$ cat src/rtl/sram_ctrl_pkg.sv
package sram_ctrl_pkg;

  typedef enum logic [2:0] {
    ST_IDLE     = 3'd0,
    ST_RD_ACC   = 3'd1,
    ST_RD_TURN  = 3'd2,
    ST_WR_SETUP = 3'd3,
    ST_WR_PULSE = 3'd4,
    ST_WR_REC   = 3'd5
  } seq_state_t;

  // Round a nanosecond minimum up to whole clock cycles, never below one.
  function automatic int ns_to_cycles(input int t_ns, input int period_ns);
    int cyc;
    cyc = (t_ns + period_ns - 1) / period_ns;
    if (cyc < 1) cyc = 1;
    return cyc;
  endfunction

  function automatic int max3(input int a, input int b, input int c);
    int m;
    m = a;
    if (b > m) m = b;
    if (c > m) m = c;
    return m;
  endfunction

endpackage

$ cat src/rtl/sram_rst_sync.sv
module sram_rst_sync #(
  parameter int STAGES = 2
) (
  input  logic clk,
  input  logic rst_n_async,
  output logic rst_n_sync
);

  logic [STAGES-1:0] pipe_q;

  generate
    if (STAGES == 1) begin : g_single
      always_ff @(posedge clk or negedge rst_n_async) begin
        if (!rst_n_async) pipe_q <= 1'b0;
        else              pipe_q <= 1'b1;
      end
    end else begin : g_chain
      always_ff @(posedge clk or negedge rst_n_async) begin
        if (!rst_n_async) pipe_q <= '0;
        else              pipe_q <= {pipe_q[STAGES-2:0], 1'b1};
      end
    end
  endgenerate

  assign rst_n_sync = pipe_q[STAGES-1];

endmodule

$ cat src/rtl/sram_wait_timer.sv
module sram_wait_timer #(
  parameter int CW = 3
) (
  input  logic          clk,
  input  logic          rst_n,
  input  logic          load,
  input  logic [CW-1:0] load_val,
  output logic          expired
);

  logic [CW-1:0] cnt_q;
  logic [CW-1:0] cnt_d;
  logic          cnt_en;

  always_comb begin
    cnt_en = 1'b0;
    cnt_d  = cnt_q;
    if (load) begin
      cnt_en = 1'b1;
      cnt_d  = load_val;
    end else if (cnt_q != '0) begin
      cnt_en = 1'b1;
      cnt_d  = cnt_q - 1'b1;
    end
  end

  always_ff @(posedge clk or negedge rst_n) begin
    if (!rst_n)      cnt_q <= '0;
    else if (cnt_en) cnt_q <= cnt_d;
  end

  assign expired = (cnt_q == '0);

endmodule

$ cat src/rtl/sram_seq_fsm.sv
module sram_seq_fsm
  import sram_ctrl_pkg::*;
#(
  parameter int CW       = 3,
  parameter int RD_CYC   = 6,
  parameter int WR_CYC   = 5,
  parameter int TURN_CYC = 2
) (
  input  logic          clk,
  input  logic          rst_n,
  input  logic          req_valid,
  input  logic          req_write,
  input  logic          tmr_expired,
  output seq_state_t    state_q,
  output seq_state_t    nxt_state,
  output logic          accept,
  output logic          tmr_load,
  output logic [CW-1:0] tmr_val,
  output logic          capture,
  output logic          done_set
);

  localparam logic [CW-1:0] RD_LOAD   = CW'(RD_CYC - 1);
  localparam logic [CW-1:0] WR_LOAD   = CW'(WR_CYC - 1);
  localparam logic [CW-1:0] TURN_LOAD = CW'(TURN_CYC - 1);

  always_comb begin
    nxt_state = state_q;
    accept    = 1'b0;
    tmr_load  = 1'b0;
    tmr_val   = '0;
    capture   = 1'b0;
    done_set  = 1'b0;
    case (state_q)
      ST_IDLE: begin
        if (req_valid) begin
          accept = 1'b1;
          if (req_write) begin
            nxt_state = ST_WR_SETUP;
          end else begin
            nxt_state = ST_RD_ACC;
            tmr_load  = 1'b1;
            tmr_val   = RD_LOAD;
          end
        end
      end
      ST_RD_ACC: begin
        if (tmr_expired) begin
          nxt_state = ST_RD_TURN;
          tmr_load  = 1'b1;
          tmr_val   = TURN_LOAD;
          capture   = 1'b1;
          done_set  = 1'b1;
        end
      end
      ST_RD_TURN: begin
        if (tmr_expired) nxt_state = ST_IDLE;
      end
      ST_WR_SETUP: begin
        nxt_state = ST_WR_PULSE;
        tmr_load  = 1'b1;
        tmr_val   = WR_LOAD;
      end
      ST_WR_PULSE: begin
        if (tmr_expired) nxt_state = ST_WR_REC;
      end
      ST_WR_REC: begin
        nxt_state = ST_IDLE;
        done_set  = 1'b1;
      end
      default: nxt_state = ST_IDLE;
    endcase
  end

  always_ff @(posedge clk or negedge rst_n) begin
    if (!rst_n) state_q <= ST_IDLE;
    else        state_q <= nxt_state;
  end

endmodule

$ cat src/rtl/sram_pin_regs.sv
module sram_pin_regs
  import sram_ctrl_pkg::*;
#(
  parameter int AW = 17,
  parameter int DW = 8
) (
  input  logic          clk,
  input  logic          rst_n,
  input  seq_state_t    nxt_state,
  input  logic          accept,
  input  logic          req_write,
  input  logic [AW-1:0] req_addr,
  input  logic [DW-1:0] req_wdata,
  input  logic          capture,
  input  logic          done_set,
  input  logic [DW-1:0] mem_dq_in,
  output logic [AW-1:0] mem_addr,
  output logic          mem_sel_n,
  output logic          mem_sel,
  output logic          mem_oe_n,
  output logic          mem_we_n,
  output logic [DW-1:0] mem_dq_out,
  output logic          mem_dq_oe,
  output logic          rsp_done,
  output logic [DW-1:0] rsp_rdata
);

  // Bit i set means select i is active high.
  localparam logic [1:0] SEL_POL = 2'b10;

  logic sel_d, oe_low_d, we_low_d, drive_d;
  logic [1:0] cs_q;

  always_comb begin
    sel_d    = (nxt_state == ST_RD_ACC)   || (nxt_state == ST_WR_SETUP) ||
               (nxt_state == ST_WR_PULSE) || (nxt_state == ST_WR_REC);
    oe_low_d = (nxt_state == ST_RD_ACC);
    we_low_d = (nxt_state == ST_WR_PULSE);
    drive_d  = (nxt_state == ST_WR_SETUP) || (nxt_state == ST_WR_PULSE) ||
               (nxt_state == ST_WR_REC);
  end

  generate
    for (genvar i = 0; i < 2; i++) begin : g_cs
      always_ff @(posedge clk or negedge rst_n) begin
        if (!rst_n) cs_q[i] <= ~SEL_POL[i];
        else        cs_q[i] <= sel_d ? SEL_POL[i] : ~SEL_POL[i];
      end
    end
  endgenerate

  assign mem_sel_n = cs_q[0];
  assign mem_sel   = cs_q[1];

  always_ff @(posedge clk or negedge rst_n) begin
    if (!rst_n) begin
      mem_oe_n  <= 1'b1;
      mem_we_n  <= 1'b1;
      mem_dq_oe <= 1'b0;
      rsp_done  <= 1'b0;
    end else begin
      mem_oe_n  <= ~oe_low_d;
      mem_we_n  <= ~we_low_d;
      mem_dq_oe <= drive_d;
      rsp_done  <= done_set;
    end
  end

  always_ff @(posedge clk or negedge rst_n) begin
    if (!rst_n)      mem_addr <= '0;
    else if (accept) mem_addr <= req_addr;
  end

  always_ff @(posedge clk or negedge rst_n) begin
    if (!rst_n)                      mem_dq_out <= '0;
    else if (accept && req_write)    mem_dq_out <= req_wdata;
  end

  always_ff @(posedge clk or negedge rst_n) begin
    if (!rst_n)       rsp_rdata <= '0;
    else if (capture) rsp_rdata <= mem_dq_in;
  end

endmodule

$ cat src/rtl/sram_bus_ctrl.sv
module sram_bus_ctrl
  import sram_ctrl_pkg::*;
#(
  parameter int ADDR_W         = 17,
  parameter int DATA_W         = 8,
  parameter int CLK_PERIOD_NS  = 10,
  parameter int T_RD_ACCESS_NS = 55,
  parameter int T_WR_PULSE_NS  = 45,
  parameter int T_TURN_NS      = 20
) (
  input  logic              clk,
  input  logic              rst_n,
  input  logic              req_valid,
  input  logic              req_write,
  input  logic [ADDR_W-1:0] req_addr,
  input  logic [DATA_W-1:0] req_wdata,
  output logic              req_ready,
  output logic              rsp_done,
  output logic [DATA_W-1:0] rsp_rdata,
  output logic [ADDR_W-1:0] mem_addr,
  output logic              mem_sel_n,
  output logic              mem_sel,
  output logic              mem_oe_n,
  output logic              mem_we_n,
  output logic [DATA_W-1:0] mem_dq_out,
  output logic              mem_dq_oe,
  input  logic [DATA_W-1:0] mem_dq_in
);

  localparam int RD_CYC   = ns_to_cycles(T_RD_ACCESS_NS, CLK_PERIOD_NS);
  localparam int WR_CYC   = ns_to_cycles(T_WR_PULSE_NS, CLK_PERIOD_NS);
  localparam int TURN_CYC = ns_to_cycles(T_TURN_NS, CLK_PERIOD_NS);
  localparam int MAX_CYC  = max3(RD_CYC, WR_CYC, TURN_CYC);
  localparam int CW       = (MAX_CYC < 2) ? 1 : $clog2(MAX_CYC);

  logic          rst_n_sync;
  seq_state_t    state_q, nxt_state;
  logic          accept, tmr_load, tmr_expired, capture, done_set;
  logic [CW-1:0] tmr_val;

  sram_rst_sync #(.STAGES(2)) u_rst (
    .clk         (clk),
    .rst_n_async (rst_n),
    .rst_n_sync  (rst_n_sync)
  );

  sram_wait_timer #(.CW(CW)) u_tmr (
    .clk      (clk),
    .rst_n    (rst_n_sync),
    .load     (tmr_load),
    .load_val (tmr_val),
    .expired  (tmr_expired)
  );

  sram_seq_fsm #(
    .CW       (CW),
    .RD_CYC   (RD_CYC),
    .WR_CYC   (WR_CYC),
    .TURN_CYC (TURN_CYC)
  ) u_fsm (
    .clk         (clk),
    .rst_n       (rst_n_sync),
    .req_valid   (req_valid),
    .req_write   (req_write),
    .tmr_expired (tmr_expired),
    .state_q     (state_q),
    .nxt_state   (nxt_state),
    .accept      (accept),
    .tmr_load    (tmr_load),
    .tmr_val     (tmr_val),
    .capture     (capture),
    .done_set    (done_set)
  );

  sram_pin_regs #(.AW(ADDR_W), .DW(DATA_W)) u_pins (
    .clk        (clk),
    .rst_n      (rst_n_sync),
    .nxt_state  (nxt_state),
    .accept     (accept),
    .req_write  (req_write),
    .req_addr   (req_addr),
    .req_wdata  (req_wdata),
    .capture    (capture),
    .done_set   (done_set),
    .mem_dq_in  (mem_dq_in),
    .mem_addr   (mem_addr),
    .mem_sel_n  (mem_sel_n),
    .mem_sel    (mem_sel),
    .mem_oe_n   (mem_oe_n),
    .mem_we_n   (mem_we_n),
    .mem_dq_out (mem_dq_out),
    .mem_dq_oe  (mem_dq_oe),
    .rsp_done   (rsp_done),
    .rsp_rdata  (rsp_rdata)
  );

  assign req_ready = (state_q == ST_IDLE);

endmodule

$ cat config.mk
export PLATFORM = sky130hd
export DESIGN_NAME = sram_bus_ctrl
export DESIGN_NICKNAME = d
export VERILOG_FILES = /design/src/rtl/sram_ctrl_pkg.sv /design/src/rtl/sram_rst_sync.sv /design/src/rtl/sram_wait_timer.sv /design/src/rtl/sram_seq_fsm.sv /design/src/rtl/sram_pin_regs.sv /design/src/rtl/sram_bus_ctrl.sv
export SDC_FILE = /design/constraint.sdc
export NUM_CORES = 1
export LEC_CHECK = 0
export CAP_MARGIN = 10
export CORE_MARGIN = 5
export CORE_UTILIZATION = 31
export DETAILED_ROUTE_END_ITERATION = 10
export DONT_BUFFER_PORTS = 1
export GPL_ROUTABILITY_DRIVEN = 0
export PLACE_DENSITY_LB_ADDON = 0.12
export SLEW_MARGIN = 25
export SYNTH_ARGS = -nofsm -noshare
export SYNTH_HDL_FRONTEND = slang
export SYNTH_SLANG_ARGS = --single-unit
$ cat constraint.sdc
create_clock -name clk -period 1.4 [get_ports clk]
set_input_delay 0.35 -clock clk [delete_from_list [all_inputs] [get_ports clk]]
set_output_delay 0.35 -clock clk [all_outputs]
set_load 0.02 [all_outputs]
==> impl_metrics.tcl <==
set metrics [dict create \
    cp_max_fo 12 \
    yosysSeqAreaShare_pct 62.5 \
    synth_flop_cell "dfrtp_1" \
    outcome "complete, but fails checks" \
    finalCritPeriodShare_pct 110 \
    hold_violations 0 \
    max_clock_freq_mhz 648 \
    seq_area_um2 1180 \
    drt_iter0_markers 27 \
    cp_num_buf_inv 2 \
    drt_pass1_iterations 4 \
    post_drt_wl_per_cell_um 18.5 \
    nets 203 \
    grt_use_total_pct 10.9 \
    netlist_top_cells_count "dfrtp_1, mux2_2, nand2_1, nor2_1, nor2b_1" \
    worstPathCellList "buf_6 > nor3_4 > buf_6" \
    final_cells 240 \
    end_kind "primary output" \
    holdWs_ps 195 \
    crit_top_cell "buf_6" \
    maxCapViolCount 0 \
    drc 0 \
    min_period_ps 1540 \
    path_delay_family "flip-flops" \
    slowest_delay_ps 420 \
    dr_total_vias 1189 \
    cts_tree "done" \
    antenna_found_initial 0 \
    cts_inserted_buffers 5 \
    yosys_warnings 0 \
    violations "setup timing" \
    via_per_inst 4.95 \
    pin_count 77 \
    crit_type "register to primary output" \
    synth_top_area_share_pct 58.3 \
    synth.top_cells.by_area "dfrtp_1, mux2_2, dfstp_2" \
    placedCellCount 220 \
    synth_edf_count 0 \
    clk_path_buf_depth 2 \
    drive_gt1_share_pct 52.7 \
    synth.ff_latch_count 47 \
    fin_ws_ps -143 \
    initial_core_util_pct 31.9 \
    syn-cell-area_um2 1890 \
    power_uw 6630 \
    setup-violations-final 27 \
    synth-async-reset-ratio_pct 100 \
    die_width_um 88.1 \
    clkTransAtPathRegs_ps 80 \
    synth_top_cell_by_area "dfrtp_1" \
    critPathSlowestCell "dfrtp_1" \
    io_buffers 0 \
    yosysMostFrequentCell "dfrtp_1" \
    wirelength_um 4440 \
    ir_worst_vdd_mv 0.901 \
    critPathLaunchType "register" \
    n_antenna_cell 0 \
    area_growth_pct 31.1 \
    grt_pass1_wl_um 6380 \
    grt_pass1_vias 1341 \
    fill_cells 566 \
    cts-root-buf "clkbuf_8" \
    core-area_um2 5920 \
    dieArea_um2 7760 \
    hp-class "input port to register" \
    clock_latency_ps 290 \
    critPathRequiredTime_ps 1050 \
    rsz0062_at_grt "true" \
    gr-total-overflow 0 \
    grt_max_degree 46 \
    syn_nets 172 \
    slew_violations 0 \
    multi_input_area_um2 816 \
    clock-sinks 47 \
    critical_path_arrival_ps 1190 \
    postSynthCellCount 133 \
    ys_types 32 \
    htreeDepth 2 \
    power_density_nw_per_um2 2680 \
    clock_skew_ps 6.44 \
    drtAntennaViolNets 0 \
    dpl.hpwl_um 2890 \
    dieHeight_um 88.1 \
    synth.avg_cell_area_um2 14.2 \
    fin_util_pct 41.8 \
    rows 28 \
    p_leak_uw 0.00109 \
]
-- stage by stage --
stage,setup TNS [ps],instance area (µm²),setup slack (ps)
after floorplan,-261,1920,-32.7
after global placement,-816,2140,-36.3
after detailed placement,-1820,2140,-67.8
after CTS,-2980,2330,-151
after global routing,-4960,2480,-227
final,-3000,2480,-143
-- kinds of logic after synthesis --
family          synth area share (%)
compound gates                  5.50
simple gates                    8.28
flops                           62.5
buf+inv                         2.05
other cells                    0.198
fa+ha+maj                       1.32
mux                             20.2
-- path summary, 6_finish.rpt --
| check | from | end | slack [ps] | cells past startpoint |
|---|---|---|---|---|
| setup reg to reg | u_fsm.state_q[2] | u_pins.mem_addr[15] | -140 | 5 |
| hold reg to reg | u_rst.pipe_q[1] | u_fsm.state_q[2] | 240 | 1 |
| setup / recovery | u_fsm.state_q[1] | req_ready | -140 | 3 |
| min in group asynchronous | u_rst.pipe_q[1] | u_fsm.state_q[2] | 240 | 1 |
| hold / removal | mem_dq_in[0] | u_pins.rsp_rdata[0] | 190 | 1 |
| max in group asynchronous | u_rst.pipe_q[1] | u_pins.mem_oe_n | 880 | 1 |
-- state kept, by name (all words and copies together) (netlist names), 2 cells and up --
signal and cells:
u_fsm.state_q 3, u_pins.mem_addr 17, u_pins.mem_dq_out 8, u_pins.rsp_rdata 8
u_rst.pipe_q 2, u_tmr.cnt_q 3
-- worst register-to-register path: stages, from the launching register on --
cell,delay [ps]
dfrtp_1,400
buf_4,150
nor4b_4,210
buf_6,180
clkbuf_16,150
mux2_2,330
-- power breakdown --
group / internal, µW / switching (µW)
clock: 351 / 417
combinational: 1570 / 1050
sequential: 2070 / 1180
-- metal layers --
layer	part of all wire (%)	wire [µm]	global-route usage, %	vias up
met4	1.9	86	4.81	0
met1	37	1630	11.4	583
li1	-	-	-	530
met2	51	2260	18.5	66
met3	11	466	5.17	10
met5	0	0	0	-
-- layout make-up --
| cell class | count | share of cell area, % |
|---|---|---|
| multi-input cells | 80 | 32.9 |
| clock buffers | 7 | 3.08 |
| repair buffers | 28 | 11.9 |
| flip-flops and latches | 47 | 47.8 |
| well taps | 75 | 3.79 |
| inverters | 2 | 0.303 |
| clock inverters | 1 | 0.202 |
-- layout by cell type (no fill, tap or decap), types with 2 or more instances in the layout --
master,count
nor2_4,2
clkbuf_16,2
dfstp_2,3
nor3b_2,2
buf_6,6
mux2_2,22
buf_12,2
o31ai_1,2
dfrtp_1,42
dfrtp_2,2
clkbuf_8,5
clkbuf_1,2
o21ai_0,3
inv_2,2
nor2b_4,2
mux2_4,11
nor2_1,2
nand2_1,9
buf_4,17
nand2_4,2
a21oi_1,3
-- what timing repair did --
item	CTS	global route
gates resized for setup	16	15
buffers inserted	5	2
endpoints found under the setup margin	37	42
cloned	0	4
hold buffers	1	0
pin swaps	1	6
endpoints found under the hold margin	2	0
(Power assumes the default switching activity.)
